File: src/rtl/qn_pkg.sv
package qn_pkg;
  localparam int unsigned DATA_W = 32;
  localparam int unsigned BE_W   = DATA_W / 8;
  localparam int unsigned IDX_W  = 16;
  localparam logic [BE_W-1:0] BE_LO_HALF = 4'b0011;
  localparam logic [BE_W-1:0] BE_HI_HALF = 4'b1100;
endpackage

File: src/rtl/qn_mult_decode.sv
module qn_mult_decode #(
  parameter int unsigned MULT_W = 32,
  localparam int unsigned SH_W  = $clog2(MULT_W)
) (
  input  logic [MULT_W-1:0] mult_i,
  output logic [SH_W-1:0]   shift_o,
  output logic              zero_o,
  output logic              ok_o
);
  always_comb begin
    shift_o = '0;
    for (int i = 0; i < MULT_W; i++) begin
      if (mult_i[i]) shift_o = SH_W'(i);
    end
  end

  assign zero_o = (mult_i == '0);
  // stride must be 0 or a power of two >= 2
  assign ok_o   = zero_o | ($onehot(mult_i) & ~mult_i[0]);
endmodule

File: src/rtl/qn_slot_match.sv
module qn_slot_match
  import qn_pkg::*;
#(
  parameter int unsigned ADDR_W = 16,
  parameter int unsigned OFF_W  = 8,
  parameter int unsigned SH_W   = 5
) (
  input  logic [ADDR_W-1:0] base_i,
  input  logic [OFF_W-1:0]  off_i,
  input  logic [SH_W-1:0]   shift_i,
  input  logic              zero_i,
  input  logic [ADDR_W-3:0] wr_dw_addr_i,
  input  logic [BE_W-1:0]   wr_be_i,
  output logic              hit_o
);
  logic [ADDR_W-1:0] scaled;
  logic [ADDR_W-1:0] db_addr;
  logic [BE_W-1:0]   lane_be;

  assign scaled  = ADDR_W'(off_i) << shift_i;
  assign db_addr = base_i + (zero_i ? '0 : scaled);
  assign lane_be = db_addr[1] ? BE_HI_HALF : BE_LO_HALF;
  assign hit_o   = ~db_addr[0]
                 & (db_addr[ADDR_W-1:2] == wr_dw_addr_i)
                 & (wr_be_i == lane_be);
endmodule

File: src/rtl/qn_doorbell_decode.sv
module qn_doorbell_decode
  import qn_pkg::*;
#(
  parameter int unsigned NUM_Q  = 4,
  parameter int unsigned ADDR_W = 16,
  parameter int unsigned OFF_W  = 8,
  parameter int unsigned MULT_W = 32,
  localparam int unsigned SH_W  = $clog2(MULT_W)
) (
  input  logic                   clk_i,
  input  logic                   rst_ni,
  input  logic                   wr_valid_i,
  input  logic [ADDR_W-3:0]      wr_dw_addr_i,
  input  logic [DATA_W-1:0]      wr_data_i,
  input  logic [BE_W-1:0]        wr_be_i,
  input  logic [ADDR_W-1:0]      base_off_i,
  input  logic [MULT_W-1:0]      mult_i,
  input  logic [NUM_Q*OFF_W-1:0] q_off_i,
  output logic                   ntf_valid_o,
  output logic                   ntf_err_o,
  output logic [IDX_W-1:0]       ntf_qidx_o
);
  logic [SH_W-1:0]  shift;
  logic             mult_zero, mult_ok;
  logic [NUM_Q-1:0] slot_hit;
  logic             accept;
  logic [IDX_W-1:0] wr_idx;
  logic             idx_in_range;

  qn_mult_decode #(.MULT_W(MULT_W)) u_mult (
    .mult_i (mult_i),
    .shift_o(shift),
    .zero_o (mult_zero),
    .ok_o   (mult_ok)
  );

  for (genvar q = 0; q < NUM_Q; q++) begin : g_slot
    qn_slot_match #(.ADDR_W(ADDR_W), .OFF_W(OFF_W), .SH_W(SH_W)) u_slot (
      .base_i      (base_off_i),
      .off_i       (q_off_i[q*OFF_W +: OFF_W]),
      .shift_i     (shift),
      .zero_i      (mult_zero),
      .wr_dw_addr_i(wr_dw_addr_i),
      .wr_be_i     (wr_be_i),
      .hit_o       (slot_hit[q])
    );
  end

  assign accept       = wr_valid_i & mult_ok & (|slot_hit);
  assign wr_idx       = (wr_be_i == BE_HI_HALF) ? wr_data_i[31:16] : wr_data_i[15:0];
  assign idx_in_range = (32'(wr_idx) < NUM_Q);

  always_ff @(posedge clk_i or negedge rst_ni) begin
    if (!rst_ni) begin
      ntf_valid_o <= 1'b0;
      ntf_err_o   <= 1'b0;
      ntf_qidx_o  <= '0;
    end else begin
      ntf_valid_o <= accept & idx_in_range;
      ntf_err_o   <= accept & ~idx_in_range;
      if (accept) ntf_qidx_o <= wr_idx;
    end
  end

  // a pulse only follows a write cycle
  a_r8_pulse_after_write: assert property (@(posedge clk_i) disable iff (!rst_ni)
    (ntf_valid_o || ntf_err_o) |-> $past(wr_valid_i));

  // invalid stride never yields a pulse
  a_r4_bad_stride_silent: assert property (@(posedge clk_i) disable iff (!rst_ni)
    (ntf_valid_o || ntf_err_o) |-> ($past(mult_i) != 32'd1));

  // accepted writes are exactly one halfword wide
  a_r5_halfword_only: assert property (@(posedge clk_i) disable iff (!rst_ni)
    (ntf_valid_o || ntf_err_o) |->
      ($past(wr_be_i) == BE_LO_HALF || $past(wr_be_i) == BE_HI_HALF));

  // valid pulses carry in-range indices
  a_r7_valid_in_range: assert property (@(posedge clk_i) disable iff (!rst_ni)
    ntf_valid_o |-> (32'(ntf_qidx_o) < NUM_Q));

  // index follows the written lane
  a_r6_lane_index: assert property (@(posedge clk_i) disable iff (!rst_ni)
    ntf_valid_o |-> (ntf_qidx_o == ($past(wr_be_i) == BE_HI_HALF ?
                                    $past(wr_data_i[31:16]) : $past(wr_data_i[15:0]))));

  // at most one of the two pulses
  a_r7_exclusive: assert property (@(posedge clk_i) disable iff (!rst_ni)
    $onehot0({ntf_valid_o, ntf_err_o}));
endmodule

File: config.mk
export PLATFORM = sky130hd
export DESIGN_NAME = qn_doorbell_decode
export DESIGN_NICKNAME = d
export VERILOG_FILES = /design/src/rtl/qn_pkg.sv /design/src/rtl/qn_mult_decode.sv /design/src/rtl/qn_slot_match.sv /design/src/rtl/qn_doorbell_decode.sv
export SDC_FILE = /design/constraint.sdc
export NUM_CORES = 1
export LEC_CHECK = 0
export BUFFER_PORTS_ARGS = -buffer_cell sky130_fd_sc_hd__buf_2
export CAP_MARGIN = 0
export CORE_UTILIZATION = 60
export CTS_CLUSTER_SIZE = 30
export DETAILED_ROUTE_END_ITERATION = 16
export GPL_ROUTABILITY_DRIVEN = 1
export GPL_TIMING_DRIVEN = 0
export HOLD_SLACK_MARGIN = 0.08
export PLACE_DENSITY = 0.94
export SLEW_MARGIN = 20
export SYNTH_ARGS = -nofsm -noshare
export SYNTH_HDL_FRONTEND = slang
export SYNTH_SLANG_ARGS = --single-unit
File: constraint.sdc
create_clock -name clk_i -period 1.85 [get_ports clk_i]
set_input_delay 0.4625 -clock clk_i [delete_from_list [all_inputs] [get_ports clk_i]]
set_output_delay 0.4625 -clock clk_i [all_outputs]
set_load 0.1 [all_outputs]
# Yosys cells after proc, flatten, opt, wreduce, memory -nomap -nowiden
# Index checks and enable logic that the tools add are counted.
[word_totals] reg_bits=18 out_inout_bits=18 word_cells=115
[op_classes] add_sub_neg=35 order_cmp=1 n_eq_ne=10 shift=4 mux=40 bitwise=20 n_reduce_logical=2
[op_table] operator="adder 6 bit" count=15
[op_table] operator="two-way mux 16 bit" count=5
[op_table] operator="two-way mux 5 bit" count=16
[op_table] operator="adder 16 bit" count=4
[op_table] operator="<< shifter 8 x 5 -> 16 bit" count=4
[op_table] operator="equality test 14 bit" count=4
[op_table] operator="two-way mux 4 bit" count=12
[op_table] operator="adder 1 x 1 -> 2 bit" count=16
[op_table] operator="zero test 32 bit" count=1
[op_table] operator="equality test 4 bit" count=4
[op_table] operator="less-than comparator 16 x 3 -> 1 bit (second input constant)" count=1
[op_table] operator="bitwise AND 1 bit" count=13
[op_table] operator="two-way mux 3 bit" count=4
[op_table] operator="equality test 6 x 1 -> 1 bit (second input constant)" count=1
[op_table] operator="inverter 1 bit" count=6
[op_table] operator="equality test 4 bit (second input constant)" count=1
[op_table] operator="two-way mux 2 bit" count=2
[op_table] operator="OR reduction 4 bit" count=1
[op_table] operator="two-way mux 1 bit" count=1
[op_table] operator="OR 1 bit" count=1

# Depth between registers and ports, before layout
# Gate-level depths: netlist (run 1).
[logic_depth] ltp_word=40 mapped_depth=28

# Cells and area by module
# From an unflattened synthesis (run 1), not the netlist that was laid out.
[unflattened] cells_unflattened=1090 area_unflattened_um2=7823.8
[by_module_without_submodules] mod="qn_slot_match at g_slot[2].u_slot ..." n_inst=2 cells_each=207 area_each_um2=1412.6 seq_area_each_um2=0.0
[by_module_without_submodules] mod="qn_slot_match at g_slot[1].u_slot" n_inst=1 cells_each=238 area_each_um2=1514.0 seq_area_each_um2=0.0
[by_module_without_submodules] mod="qn_slot_match at g_slot[0].u_slot" n_inst=1 cells_each=216 area_each_um2=1466.4 seq_area_each_um2=0.0
[by_module_without_submodules] mod="qn_mult_decode" n_inst=1 cells_each=133 area_each_um2=1108.6 seq_area_each_um2=0.0
[by_module_without_submodules] mod="qn_doorbell_decode" n_inst=1 cells_each=89 area_each_um2=909.6 seq_area_each_um2=450.4

# Least setup slack after synthesis (run 1)
# OpenSTA, ideal clock, no wires.
[synth_path] path_type="input port to flip-flop" from="in mult_i[18]" to="reg ntf_qidx_o[6]" t_arrival_ps=6556 required_time_ps=1723 setup_slack_ps=-4833 stages=25 n_path_buf=1 cell_sequence="inv_1 ha_1 inv_1 fa_1 inv_1 fa_1 inv_1 fa_1 fa_1 fa_1 inv_1 ha_1 fa_1 nor4b_1 nand2_1 a21oi_1 o21ai_1 nor4_1 nand4_1 or4b_1 nand4bb_1 clkbuf_1 or3_1 o311ai_1 nor2_1"
[synth_between] elab_chain_len=22
[synth_lines] element="start, declared" line="qn_doorbell_decode.sv:17" source="input logic [MULT_W-1:0] mult_i,"
[synth_lines] element="two-way mux 5 bit (14 in a row)" line="qn_mult_decode.sv:13" source="if (mult_i[i]) shift_o = SH_W'(i);"
[synth_lines] element="<< shifter 8 x 5 -> 16 bit" line="qn_slot_match.sv:20" source="assign scaled = ADDR_W'(off_i) << shift_i;"
[synth_lines] element="two-way mux 16 bit" line="qn_slot_match.sv:21" source="assign db_addr = base_i + (zero_i ? '0 : scaled);"
[synth_lines] element="adder 16 bit" line="qn_slot_match.sv:21"
[synth_lines] element="equality test 14 bit (tied with other cells)" line="qn_slot_match.sv:24" source="& (db_addr[ADDR_W-1:2] == wr_dw_addr_i)"
[synth_lines] element="bitwise AND 1 bit or equality test 4 bit (tied branches)" line="qn_slot_match.sv:24, qn_slot_match.sv:25"
[synth_lines] element="bitwise AND 1 bit" line="qn_slot_match.sv:25" source="& (wr_be_i == lane_be);"
[synth_lines] element="OR reduction 4 bit" line="qn_doorbell_decode.sv:49" source="assign accept = wr_valid_i & mult_ok & (|slot_hit);"
[synth_lines] element="bitwise AND 1 bit (*)" line="qn_doorbell_decode.sv:49"
[synth_lines] element="end signal, assigned" line="qn_doorbell_decode.sv:61" source="if (accept) ntf_qidx_o <= wr_idx;"
[synth_lines] element="end, declared" line="qn_doorbell_decode.sv:21" source="output logic [IDX_W-1:0] ntf_qidx_o"
# Every way passes the cells marked *; elsewhere a longest branch is shown, timed or not.
# A chain may end at the register's enable or synchronous reset.

# Worst setup path after layout (run 1)
[layout_path] from="in mult_i[10]" to="reg ntf_qidx_o[1]"
[layout_between] elab_chain_len=30
[layout_lines] element="two-way mux 4 bit (6 in a row)" line="qn_mult_decode.sv:13"
[layout_lines] element="two-way mux 5 bit (16 in a row)" line="qn_mult_decode.sv:13"
[layout_lines] element="<< shifter 8 x 5 -> 16 bit" line="qn_slot_match.sv:20"
[layout_lines] element="two-way mux 16 bit" line="qn_slot_match.sv:21"
[layout_lines] element="adder 16 bit" line="qn_slot_match.sv:21"
[layout_lines] element="equality test 14 bit (tied with other cells)" line="qn_slot_match.sv:24"
[layout_lines] element="bitwise AND 1 bit or equality test 4 bit (tied branches)" line="qn_slot_match.sv:24, qn_slot_match.sv:25"
[layout_lines] element="bitwise AND 1 bit" line="qn_slot_match.sv:25"
[layout_lines] element="OR reduction 4 bit" line="qn_doorbell_decode.sv:49"
[layout_lines] element="bitwise AND 1 bit (*)" line="qn_doorbell_decode.sv:49"
# Marked as above.

==> results by group, run 1 <==
Status
  • Run status: finished with violations
  • Failing checks: negative setup slack

Yosys
  • Area share of the largest cell type after synthesis: between 10% and 20%
  • Synth area leader: ha_1
  • Avg Cell Area, Syn: approximately 7.4 um2
  • Sequential share of the synthesized area: 5.185%
  • Predominant post-synthesis flop cell: dfrtp_1
  • Seq cells post-synth: 18
  • Top post-synthesis cells by area: ha_1 15%, fa_1 6.9%, xnor2_1 6.8%, dfrtp_1 5.2%, mux2i_1 5.2%
  • Distinct cells, synth: 92
  • Post-Syn Area: ~8700 um2
  • Most frequent cells after synthesis: 113 x nor2_1, 108 x inv_1, 101 x ha_1, 78 x a21oi_1, 75 x nand2_1
  • Syn Nets: ~1,400
  • Syn Inst Count: ~1,200
  • Async SR Flop Fraction: 100.0%
  • EDFF count, synth: 0
  • Syn. warnings: 0
  • Most common cell in the synthesized netlist: nor2_1

Power
  • Maximum VDD drop: between 600 and 700 uV
  • Leakage: a little under 5 nW
  • PD cells: between 400 and 500 nW/um2

STA
  • Max-slew violation count: 0
  • Worst slew pin tran: 1.102 ns
  • Part of the cycle the worst path needs: 374.8%
  • Final hold vios: 0
  • Fmax: approximately 140 MHz
  • Setup violations, final: 18
  • Setup Skew: 0 ns
  • Final Critical Period: 6.934 ns
  • WHS: around 0.14 ns
  • Relative slew slack: about a quarter
  • Final Worst Setup Slack: -5.084 ns
  • RSZ-0062 raised after global routing: true

Clock tree
  • CTS buffer count: 3
  • Clock Pin Slew Worst Setup and Hold Paths: approximately 0.060 ns
  • Clk sinks: 18
  • CTS Buffer Depth: 2
  • Clk root buf: clkbuf_16
  • TritonCTS clock tree: done
  • H-Tree Depth: 1
  • Clock latency on the worst-skew pair: approximately 0.26 ns

Floorplan
  • Die Ht: approximately 120 um
  • DIE WIDTH: approximately 120 um
  • CORE AREA: 13,990 um2
  • Row Count: 43
  • # IOs: ~150
  • Initial core utilization: between 60% and 70%
  • Die area: ~15,000 um2

Final layout
  • Area Growth Syn to Fin: 22.61%
  • Fin nets: 1,601
  • Post-layout util: 76.14%
  • Fraction of layout cells with a size suffix above 1: 25.47%

Min path
  • HP Class: in -> async

Place
  • Detailed placement HPWL: between 20,000 and 30,000 um
  • PortBufs: 146
  • GP Congestion: 1.032

Critical path
  • CP Launch Type: input pin
  • R2R Path End: ntf_qidx_o[1]
  • RR Startpoint: ntf_qidx_o[1]
  • Crit Path Class: in -> reg
  • Critical Path, Cell by Cell: buf_4, or2_2, o41a_1, o21ai_1, buf_2, buf_1, clkbuf_1, nand2_1, o21ai_0, nor2_1, ha_1, or3_1, or4_1, a21oi_1, nor3_1, o41ai_1, o21ai_0, xnor3_2, nor2_4, buf_4, nor4_1, nor2_1
  • Crit path arrival time: approximately 7.0 ns
  • R2R setup slack: 0.22 ns
  • Slowest CP cell: nor4_1
  • Critical path peak fanout: 10
  • CP Data Required Time: a little under 2 ns
  • Path depth of the worst reg2reg path: 2
  • Max incr delay on CP: ~0.89 ns
  • CP endpoint kind: flop

Global routing
  • Pin count of the biggest net entering global routing: 19
  • Grt ovf: 0
  • Initial antenna violation count: 1
  • Global-route wire length before repair: 51,730 um
  • Vias in the first global route: slightly below 10,000
  • Total Routing Usage GR: a little under half

Run
  • Max cap viols: 0

Route
  • Vias per inst: between 7 and 8
  • Post-DR wirelength/cell: around 24 um
  • Vias: ~11,000
  • Routed Antenna Nets: 0
  • WL final: ~37,000 um
  • DRC violation count after routing: 0
  • TritonRoute pass-1 iters: 7
  • Initial DRC count: between 1,500 and 2,000
registers in the layout (all words and copies together), names as in the netlist:
name	count
ntf_qidx_o	16
ntf_err_o	1
ntf_valid_o	1
cell type report:
cell class,instances,area (um2)
diodes,1,2.502
plain buffers,36,202.7
clock buffers,3,75.07
fillers,1017,3337
inverters,108,435.4
multi-input cells,1009,8263
flip-flops and latches,18,450.4
well taps,180,225.2
repair buffers,161,997.2
placed cells by master, fill, tap and decap left out, drive strengths merged, types with 5 or more instances in the layout:
cell type / count
xnor2: 67
or4: 10
a21o: 14
a21oi: 79
fa: 30
o21bai: 5
mux2: 18
nor2: 114
inv: 108
ha: 101
o22ai: 7
clkbuf: 23
nand2b: 14
xor2: 26
nor3: 29
dfrtp: 18
or2: 6
a22oi: 9
and3: 15
nor4: 38
o31a: 5
or3: 31
o21ai: 48
o211ai: 11
and2: 9
buf: 177
a31oi: 12
o311ai: 18
nand3: 28
a2111oi: 10
nor2b: 11
nand4: 16
nand2: 76
o21a: 25
a211o: 7
mux2i: 45
what timing repair did:
item | 4_1_cts | 5_1_grt
hold endpoints to repair | 0 | 0
resized for setup | 116 | 44
setup endpoints to repair | 18 | 18
setup buffers | 10 | 4
pin swaps | 32 | 11
hold buffers | 0 | 0
cloned | 1 | 0
where the power goes:
group | total [W] | switching (W) | internal (W)
clock | 0.000470 | 0.000184 | 0.000286
sequential | 0.000394 | 0.0000000458 | 0.000394
combinational | 0.00432 | 0.00248 | 0.00184
critical path: cells and delay by family:
| kind | cells | cell delay [ns] |
|---|---|---|
| AO/OA/AOI/OAI | 6 | 1.71 |
| XOR/XNOR | 1 | 0.64 |
| adder cells (fa/ha/maj) | 1 | 0.24 |
| buffers and inverters | 5 | 1.40 |
| AND/OR/NAND/NOR | 9 | 2.54 |
routing by layer:
layer / track usage [%] / vias up / share of wire [%]
li1: - / 4659 / -
met5: 0 / - / 0.035
met2: 72.40 / 857 / 44
met4: 26.98 / 2 / 8.1
met3: 6.645 / 270 / 11
met1: 56.79 / 4979 / 37
worst max path at each step:
stage | startpoint | end | slack, ns | depth (start not counted)
6_report | mult_i[10] | ntf_qidx_o[1] | -5.08 | 22
5_1_grt | mult_i[24] | ntf_qidx_o[14] | -5.54 | 25
4_1_cts | mult_i[25] | ntf_qidx_o[12] | -4.67 | 27
3_5_place_dp | mult_i[14] | ntf_qidx_o[12] | -5.57 | 24
3_3_place_gp | mult_i[23] | ntf_qidx_o[13] | -5.48 | 24
2_1_floorplan | mult_i[30] | ntf_qidx_o[10] | -4.33 | 25
kinds of logic (layout without fill, tap and decap cells):
kind of cell             count (synthesis)  after routing  synth area share (%)
adder cells (fa/ha/maj)                131            131                 21.46
AND/OR/NAND/NOR                        423            423                 25.70
multiplexers                            63             63                 7.518
buffers and inverters                  145            308                 6.611
AO/OA/AOI/OAI                          298            298                 23.88
other                                    0              1                     0
XOR/XNOR                                94             94                 9.650
flip-flops                              18             18                 5.185
through the flow:
step           area, um2  worst slack, ns  instances  setup TNS [ns]  power [W]
2_1_floorplan       8859           -4.332       1172          -76.47   0.002845
3_3_place_gp        9814           -5.479       1498          -95.52   0.003603
3_5_place_dp        9814           -5.566       1498          -96.47   0.003870
4_1_cts            10390           -4.672       1511          -83.06   0.004497
5_1_grt            10650           -5.536       1515          -90.88   0.005464
6_report           10650           -5.084       1516          -87.34   0.005183
Power figures use the tool's default switching activity.
==> run 2, diff against run 1 <==
--- a/config.mk
+++ b/config.mk
@@ -5,15 +5,14 @@
 export SDC_FILE = /design/constraint.sdc
 export NUM_CORES = 1
 export LEC_CHECK = 0
-export BUFFER_PORTS_ARGS = -buffer_cell sky130_fd_sc_hd__buf_2
-export CAP_MARGIN = 0
 export CORE_UTILIZATION = 60
 export CTS_CLUSTER_SIZE = 30
 export DETAILED_ROUTE_END_ITERATION = 16
+export DONT_BUFFER_PORTS = 1
 export GPL_ROUTABILITY_DRIVEN = 1
 export GPL_TIMING_DRIVEN = 0
 export HOLD_SLACK_MARGIN = 0.08
-export PLACE_DENSITY = 0.94
+export PLACE_DENSITY = 0.85
 export SLEW_MARGIN = 20
 export SYNTH_ARGS = -nofsm -noshare
 export SYNTH_HDL_FRONTEND = slang
==> run 2 against run 1 <==
Sequential power hardly changed. The run still ends with negative setup slack left. Cell area is 9.8% lower. Setup slack better by 0.36 ns. Sequential cell count stayed put. Via count is 10% lower. Die area stayed put. Clock skew stayed put. Combinational power is 18% lower.
==> results by group, run 2 (same netlist as run 1, synthesis figures left out) <==
Status
  • Run status: finished with violations (unchanged)
  • Failing checks: negative setup slack (unchanged)

STA
  • Fmax: 152.1 MHz (was 144.2 MHz)
  • Final Critical Period: 6.574 ns (was 6.934 ns)
  • Final Worst Setup Slack: -4.724 ns (was -5.084 ns)
  • WHS: 0.5333 ns (was 0.1366 ns)
  • Setup Skew: 0 ns (unchanged)
  • RSZ-0062 raised after global routing: true (unchanged)
  • Relative slew slack: 36.10% (was 25.86%)
  • Part of the cycle the worst path needs: 355.3% (was 374.8%)
  • Max-slew violation count: 0 (unchanged)
  • Final hold vios: 0 (unchanged)
  • Worst slew pin tran: 0.9517 ns (was 1.102 ns)
  • Setup violations, final: 18 (unchanged)

Global routing
  • Pin count of the biggest net entering global routing: 19 (unchanged)
  • Vias in the first global route: 8,897 (was 9,879)
  • Total Routing Usage GR: 40.21% (was 45.03%)
  • Initial antenna violation count: 0 (was 1)
  • Global-route wire length before repair: 46,610 um (was 51,730 um)
  • Grt ovf: 0 (unchanged)

Power
  • Leakage: 4.098 nW (was 4.878 nW)
  • PD cells: 463.9 nW/um2 (was 486.6 nW/um2)
  • Maximum VDD drop: 621.1 uV (was 653.0 uV)
  • Pwr Total: 0.004456 W (was 0.005183 W)

Place
  • PortBufs: 0 (was 146)
  • Dpl ws: -5.383 ns (was -5.566 ns)
  • GP Congestion: 1.036 (was 1.032)
  • Post-Place Cells: 1,352 (was 1,498)
  • Detailed placement HPWL: 24,690 um (was 26,550 um)

Route
  • DRC violation count after routing: 0 (unchanged)
  • Vias: 9,666 (was 10,770)
  • Vias per inst: 7.055 (was 7.102)
  • WL final: 30,980 um (was 36,630 um)
  • Routed Antenna Nets: 0 (unchanged)
  • Post-DR wirelength/cell: 22.61 um (was 24.16 um)
  • Initial DRC count: 1,259 (was 1,668)
  • TritonRoute pass-1 iters: 7 (unchanged)

Run
  • Max cap viols: 0 (unchanged)

Clock tree
  • Clock latency on the worst-skew pair: 0.25 ns (was 0.26 ns)
  • H-Tree Depth: 1 (unchanged)
  • CTS Buffer Depth: 2 (unchanged)
  • Clk root buf: clkbuf_16 (unchanged)
  • Clock Pin Slew Worst Setup and Hold Paths: 0.06 ns (about the same)
  • Clk sinks: 18 (unchanged)
  • CTS buffer count: 3 (unchanged)
  • TritonCTS clock tree: done (unchanged)

Final layout
  • Final std cells w/o fill: 1,370 (was 1,516)
  • Fraction of layout cells with a size suffix above 1: 13.61% (was 25.47%)
  • Commonest non-fill, non-tap cell in the layout: nor2_1 (was buf_2)
  • Top Registers: ntf_qidx_o (16), ntf_err_o (1), ntf_valid_o (1) (unchanged)
  • Fin nets: 1,455 (was 1,601)
  • Area Growth Syn to Fin: 10.56% (was 22.61%)
  • Max reg flops: 16 (unchanged)
  • Top reg by flops: ntf_qidx_o (unchanged)
  • Commonest cells after routing, fill and taps aside: 111 x nor2_1, 89 x ha_1, 83 x inv_1 (was 132 x buf_2, 110 x nor2_1, 84 x ha_1)
  • Diode count: 0 (was 1)
  • Post-layout util: 68.66% (was 76.14%)

Critical path
  • Critical path peak fanout: 6 (was 10)
  • CP Data Required Time: 1.99 ns (was 1.94 ns)
  • Crit path arrival time: 6.71 ns (was 7.03 ns)
  • CP endpoint kind: flop (unchanged)
  • CP Launch Type: input pin (unchanged)
  • Crit Path Class: in -> reg (unchanged)
  • R2R setup slack: 0.44 ns (was 0.22 ns)

Floorplan
  • Die area: 14,960 um2 (unchanged)
  • # IOs: 151 (unchanged)
  • DIE WIDTH: 122.3 um (unchanged)
  • Initial core utilization: 62.10% (unchanged)
  • Row Count: 43 (unchanged)
  • CORE AREA: 13,990 um2 (unchanged)
  • Die Ht: 122.3 um (unchanged)

Min path
  • HP Class: in -> reg (was in -> async)
## run 2: repair_timing
action                                  CTS  global route
cloned                                    2             0
endpoints found under the hold margin    18             0
hold buffers                              1             0
resized for setup                        32            48
endpoints found under the setup margin   18            18
pin swaps                                13             7
buffers inserted                          7             5
## run 2: report_power, final
group / total [W] / internal, W / switching, W / leakage [nW]
logic: 0.00356 / 0.00159 / 0.00198 / 3.80
clock network: 0.000497 / 0.000330 / 0.000167 / 0.0442
registers: 0.000394 / 0.000394 / 0.000000506 / 0.252
total: 0.00446 / 0.00231 / 0.00215 / 4.10
## run 2: path summary, 6_finish.rpt
check	start	endpoint	cells past startpoint
worst max register to register	ntf_qidx_o[5]	ntf_qidx_o[5]	2
worst min-delay path	wr_data_i[24]	ntf_valid_o	4
max in group asynchronous	rst_ni	ntf_qidx_o[14]	1
min in group asynchronous	rst_ni	ntf_qidx_o[4]	1
worst max-delay path	mult_i[30]	ntf_qidx_o[9]	26
worst min register to register	ntf_qidx_o[12]	ntf_qidx_o[12]	2
## run 2: stage by stage
| stage | cell area [um2] | TNS (ns) |
|---|---|---|
| after detailed placement | 9084 | -93.78 |
| after global placement | 9084 | -92.65 |
| after CTS | 9397 | -84.03 |
| after floorplan | 8859 | -76.47 |
| final | 9604 | -83.41 |
| after global routing | 9604 | -86.29 |
## run 2: cell type report
class                   count  area (um2)
plain buffers              36       197.7
clock buffers               4       88.84
fillers                  1173        4384
inverters                 108       432.9
multi-input cells        1010        8087
flip-flops and latches     18       450.4
well taps                 180       225.2
repair buffers             14       122.6
## run 2: worst max-delay path, cell delays in order
cell and delay, ns:
inv_12 0.02, ha_4 0.25, inv_2 0.04, fa_1 0.59, inv_2 0.06, fa_2 0.38
inv_2 0.06, fa_1 0.43, fa_1 0.50, fa_1 0.49, inv_1 0.05, ha_2 0.17
fa_1 0.47, nor4b_2 0.25, nand2_1 0.13, a21oi_4 0.17, o21ai_4 0.09, nor4_4 0.23
buf_4 0.18, nand4_1 0.10, or4b_4 0.49, nand4bb_4 0.37, buf_8 0.23, or3_1 0.33
o311ai_2 0.09, nor2_1 0.08
## run 2: metal layers
layer / part of all wire (%) / global-route usage (%)
met5: 0 / 0
met3: 12 / 7.528
met2: 44 / 63.73
met1: 40 / 53.63
met4: 4.7 / 15.70
==> run 3, diff against run 2 <==
--- a/config.mk
+++ b/config.mk
@@ -6,6 +6,7 @@
 export NUM_CORES = 1
 export LEC_CHECK = 0
 export CORE_UTILIZATION = 60
+export CTS_CLUSTER_DIAMETER = 40
 export CTS_CLUSTER_SIZE = 30
 export DETAILED_ROUTE_END_ITERATION = 16
 export DONT_BUFFER_PORTS = 1
@@ -13,6 +14,7 @@
 export GPL_TIMING_DRIVEN = 0
 export HOLD_SLACK_MARGIN = 0.08
 export PLACE_DENSITY = 0.85
+export SKIP_LAST_GASP = 1
 export SLEW_MARGIN = 20
 export SYNTH_ARGS = -nofsm -noshare
 export SYNTH_HDL_FRONTEND = slang
==> run 3 against run 2 <==
The run still ends with negative setup slack left. Register-to-register slack worse by 0.05 ns. Setup slack worse by 0.021 ns. Routed wire length is 0.38% higher. Cell count hardly changed. Largest cell class unchanged. Highest routed layer unchanged.
==> results by group, run 3 (same netlist as run 1, synthesis figures left out) <==
Status
  • Run status: finished with violations (unchanged)
  • Failing checks: negative setup slack (unchanged)

Global routing
  • Met2 usage: 63.94% (was 63.73%)
  • Pin count of the biggest net entering global routing: 19 (unchanged)
  • Vias in the first global route: 8,900 (was 8,897)
  • Initial antenna violation count: 0 (unchanged)
  • Met1 usage: 53.55% (was 53.63%)
  • Met3 usage: 7.621% (was 7.528%)
  • GRT Max-Usage Layer: met2 (unchanged)
  • Global-route wire length before repair: 46,640 um (was 46,610 um)
  • Total Routing Usage GR: 40.23% (was 40.21%)
  • Grt ovf: 0 (unchanged)

STA
  • Relative slew slack: 35.46% (was 36.10%)
  • Final Worst Setup Slack: -4.744 ns (was -4.724 ns)
  • Max-slew violation count: 0 (unchanged)
  • Final hold vios: 0 (unchanged)
  • Worst slew pin tran: 0.9612 ns (was 0.9517 ns)
  • Fmax: 151.6 MHz (was 152.1 MHz)
  • Part of the cycle the worst path needs: 356.4% (was 355.3%)
  • Setup Skew: 0 ns (unchanged)
  • RSZ-0062 raised after global routing: true (unchanged)
  • Setup TNS: -83.42 ns (was -83.41 ns)
  • Final Critical Period: 6.594 ns (was 6.574 ns)
  • Setup violations, final: 18 (unchanged)

Power
  • Maximum VDD drop: 578.8 uV (was 621.1 uV)
  • Leakage: 4.075 nW (was 4.098 nW)
  • Pwr Total: 0.004381 W (was 0.004456 W)
  • Combinational power share: 79.8% (was 80.0%)
  • Flop pwr share: 9.0% (was 8.9%)
  • Clk pwr share: 11.2% (was 11.1%)
  • Psw: 0.002107 W (was 0.002147 W)
  • Switching power share of the total: 48.08% (was 48.18%)
  • PD cells: 458.8 nW/um2 (was 463.9 nW/um2)
  • Cell-internal power: 0.002275 W (was 0.002309 W)

Floorplan
  • Die Ht: 122.3 um (unchanged)
  • CORE AREA: 13,990 um2 (unchanged)
  • Initial core utilization: 62.10% (unchanged)
  • DIE WIDTH: 122.3 um (unchanged)
  • # IOs: 151 (unchanged)
  • Row Count: 43 (unchanged)
  • Die area: 14,960 um2 (unchanged)

Final layout
  • Top reg by flops: ntf_qidx_o (unchanged)
  • Commonest non-fill, non-tap cell in the layout: nor2_1 (unchanged)
  • Fin nets: 1,454 (was 1,455)
  • Post-layout instance area: 9550 um2 (was 9604 um2)
  • Max reg flops: 16 (unchanged)
  • Diode count: 0 (unchanged)
  • Area Growth Syn to Fin: 9.938% (was 10.56%)
  • Post-layout util: 68.27% (was 68.66%)
  • Top Registers: ntf_qidx_o (16), ntf_err_o (1), ntf_valid_o (1) (unchanged)
  • Commonest cells after routing, fill and taps aside: 111 x nor2_1, 89 x ha_1, 83 x inv_1 (unchanged)
  • Fraction of layout cells with a size suffix above 1: 13.04% (was 13.61%)

Run
  • Max cap viols: 0 (unchanged)

Route
  • Post-DR wirelength/cell: 22.71 um (was 22.61 um)
  • Vias per inst: 7.068 (was 7.055)
  • DRC violation count after routing: 0 (unchanged)
  • Initial DRC count: 1,181 (was 1,259)
  • WL final: 31,100 um (was 30,980 um)
  • Vias: 9,676 (was 9,666)
  • TritonRoute pass-1 iters: 7 (unchanged)
  • Routed Antenna Nets: 0 (unchanged)

Place
  • GP Congestion: 1.036 (unchanged)
  • Dpl ws: -5.383 ns (unchanged)
  • Detailed placement HPWL: 24,690 um (unchanged)
  • Placed instance area: 9084 um2 (unchanged)
  • PortBufs: 0 (unchanged)

Min path
  • Hold EP: ntf_valid_o (unchanged)
  • HP Class: in -> reg (unchanged)
  • Hold_sp: wr_data_i[24] (unchanged)
  • Hold depth: 4 (unchanged)

Critical path
  • Critical path peak fanout: 6 (unchanged)
  • RR Startpoint: ntf_qidx_o[5] (unchanged)
  • CP most frequent cell: fa_1 (unchanged)
  • Cell family with most CP delay: adder cells (unchanged)
  • CP endpoint kind: flop (unchanged)
  • Max incr delay on CP: 0.59 ns (about the same)
  • Slowest CP cell: fa_1 (unchanged)
  • Path depth of the worst reg2reg path: 2 (unchanged)
  • R2R setup slack: 0.39 ns (was 0.44 ns)
  • Crit path buf inv count: 7 (unchanged)
  • CP Data Required Time: 1.98 ns (was 1.99 ns)
  • CP Launch Type: input pin (unchanged)
  • Crit Path Class: in -> reg (unchanged)
  • Crit path arrival time: 6.72 ns (was 6.71 ns)
  • R2R Path End: ntf_qidx_o[5] (unchanged)

Clock tree
  • Clock latency on the worst-skew pair: 0.25 ns (about the same)
  • CTS buffer count: 3 (unchanged)
  • TritonCTS clock tree: done (unchanged)
  • H-Tree Depth: 1 (unchanged)
  • Clk root buf: clkbuf_16 (unchanged)
  • Clk sinks: 18 (unchanged)
  • CTS Buffer Depth: 2 (unchanged)
  • Clock Pin Slew Worst Setup and Hold Paths: 0.06 ns (about the same)
[run 3: cell types whose count changed in the layout (fill, tap and decap cells not counted), moves of 2 or more]
cell	delta
buf_6	-2
o311ai_0	+6
o311ai_2	-3
o311ai_1	-3
[run 3: area by class of cell]
type                    instances  area (um2)
multi-input cells            1010        8051
flip-flops and latches         18       450.4
inverters                     108       432.9
repair buffers                 13       106.4
clock buffers                   4       88.84
plain buffers                  36       195.2
well taps                     180       225.2
fillers                      1187        4438
[run 3: metal layers]
layer | share of wire (%) | vias to the layer above
met5 | 0 | -
met1 | 39 | 4490
met4 | 4.8 | 0
met3 | 12 | 136
met2 | 44 | 709
li1 | - | 4341
[run 3: timing repair]
| item | CTS | global route |
|---|---|---|
| pin swaps | 13 | 6 |
| resized for setup | 24 | 40 |
| hold buffers | 1 | 0 |
| setup buffers | 7 | 4 |
| setup endpoints to repair | 18 | 18 |
| cloned | 2 | 0 |
| endpoints found under the hold margin | 18 | 0 |
[run 3: power groups by stage]
stage / Combinational, W / Sequential, W / Clock (W)
2_1_floorplan: 0.00244 / 0.000402 / 0
3_3_place_gp: 0.00286 / 0.000402 / 0
3_5_place_dp: 0.00314 / 0.000402 / 0
4_1_cts: 0.00333 / 0.000394 / 0.000484
5_1_grt: 0.00389 / 0.000394 / 0.000512
6_report: 0.00350 / 0.000394 / 0.000490
[run 3: how the worst max path moves through the flow]
stage                from              to  slack, ns  cells after the start
3_3_place_gp   mult_i[10]  ntf_qidx_o[13]      -5.29                     22
3_5_place_dp   mult_i[10]  ntf_qidx_o[15]      -5.38                     22
4_1_cts        mult_i[10]  ntf_qidx_o[15]      -4.78                     25
6_report       mult_i[30]   ntf_qidx_o[6]      -4.74                     26
5_1_grt        mult_i[30]   ntf_qidx_o[6]      -4.86                     26
2_1_floorplan  mult_i[30]  ntf_qidx_o[10]      -4.33                     25
[run 3: worst register-to-register path, stage by stage, from the launching register on]
cell and delay (ns):
dfrtp_1 0.75, nor4_1 0.45, nor2_1 0.12
[run 3: stage by stage]
step	hold slack, ns	cells
5_1_grt	0.5662	1369
6_report	0.5372	1369
2_1_floorplan	0.1669	1172
3_5_place_dp	0.1673	1352
4_1_cts	0.5376	1366
3_3_place_gp	0.1672	1352
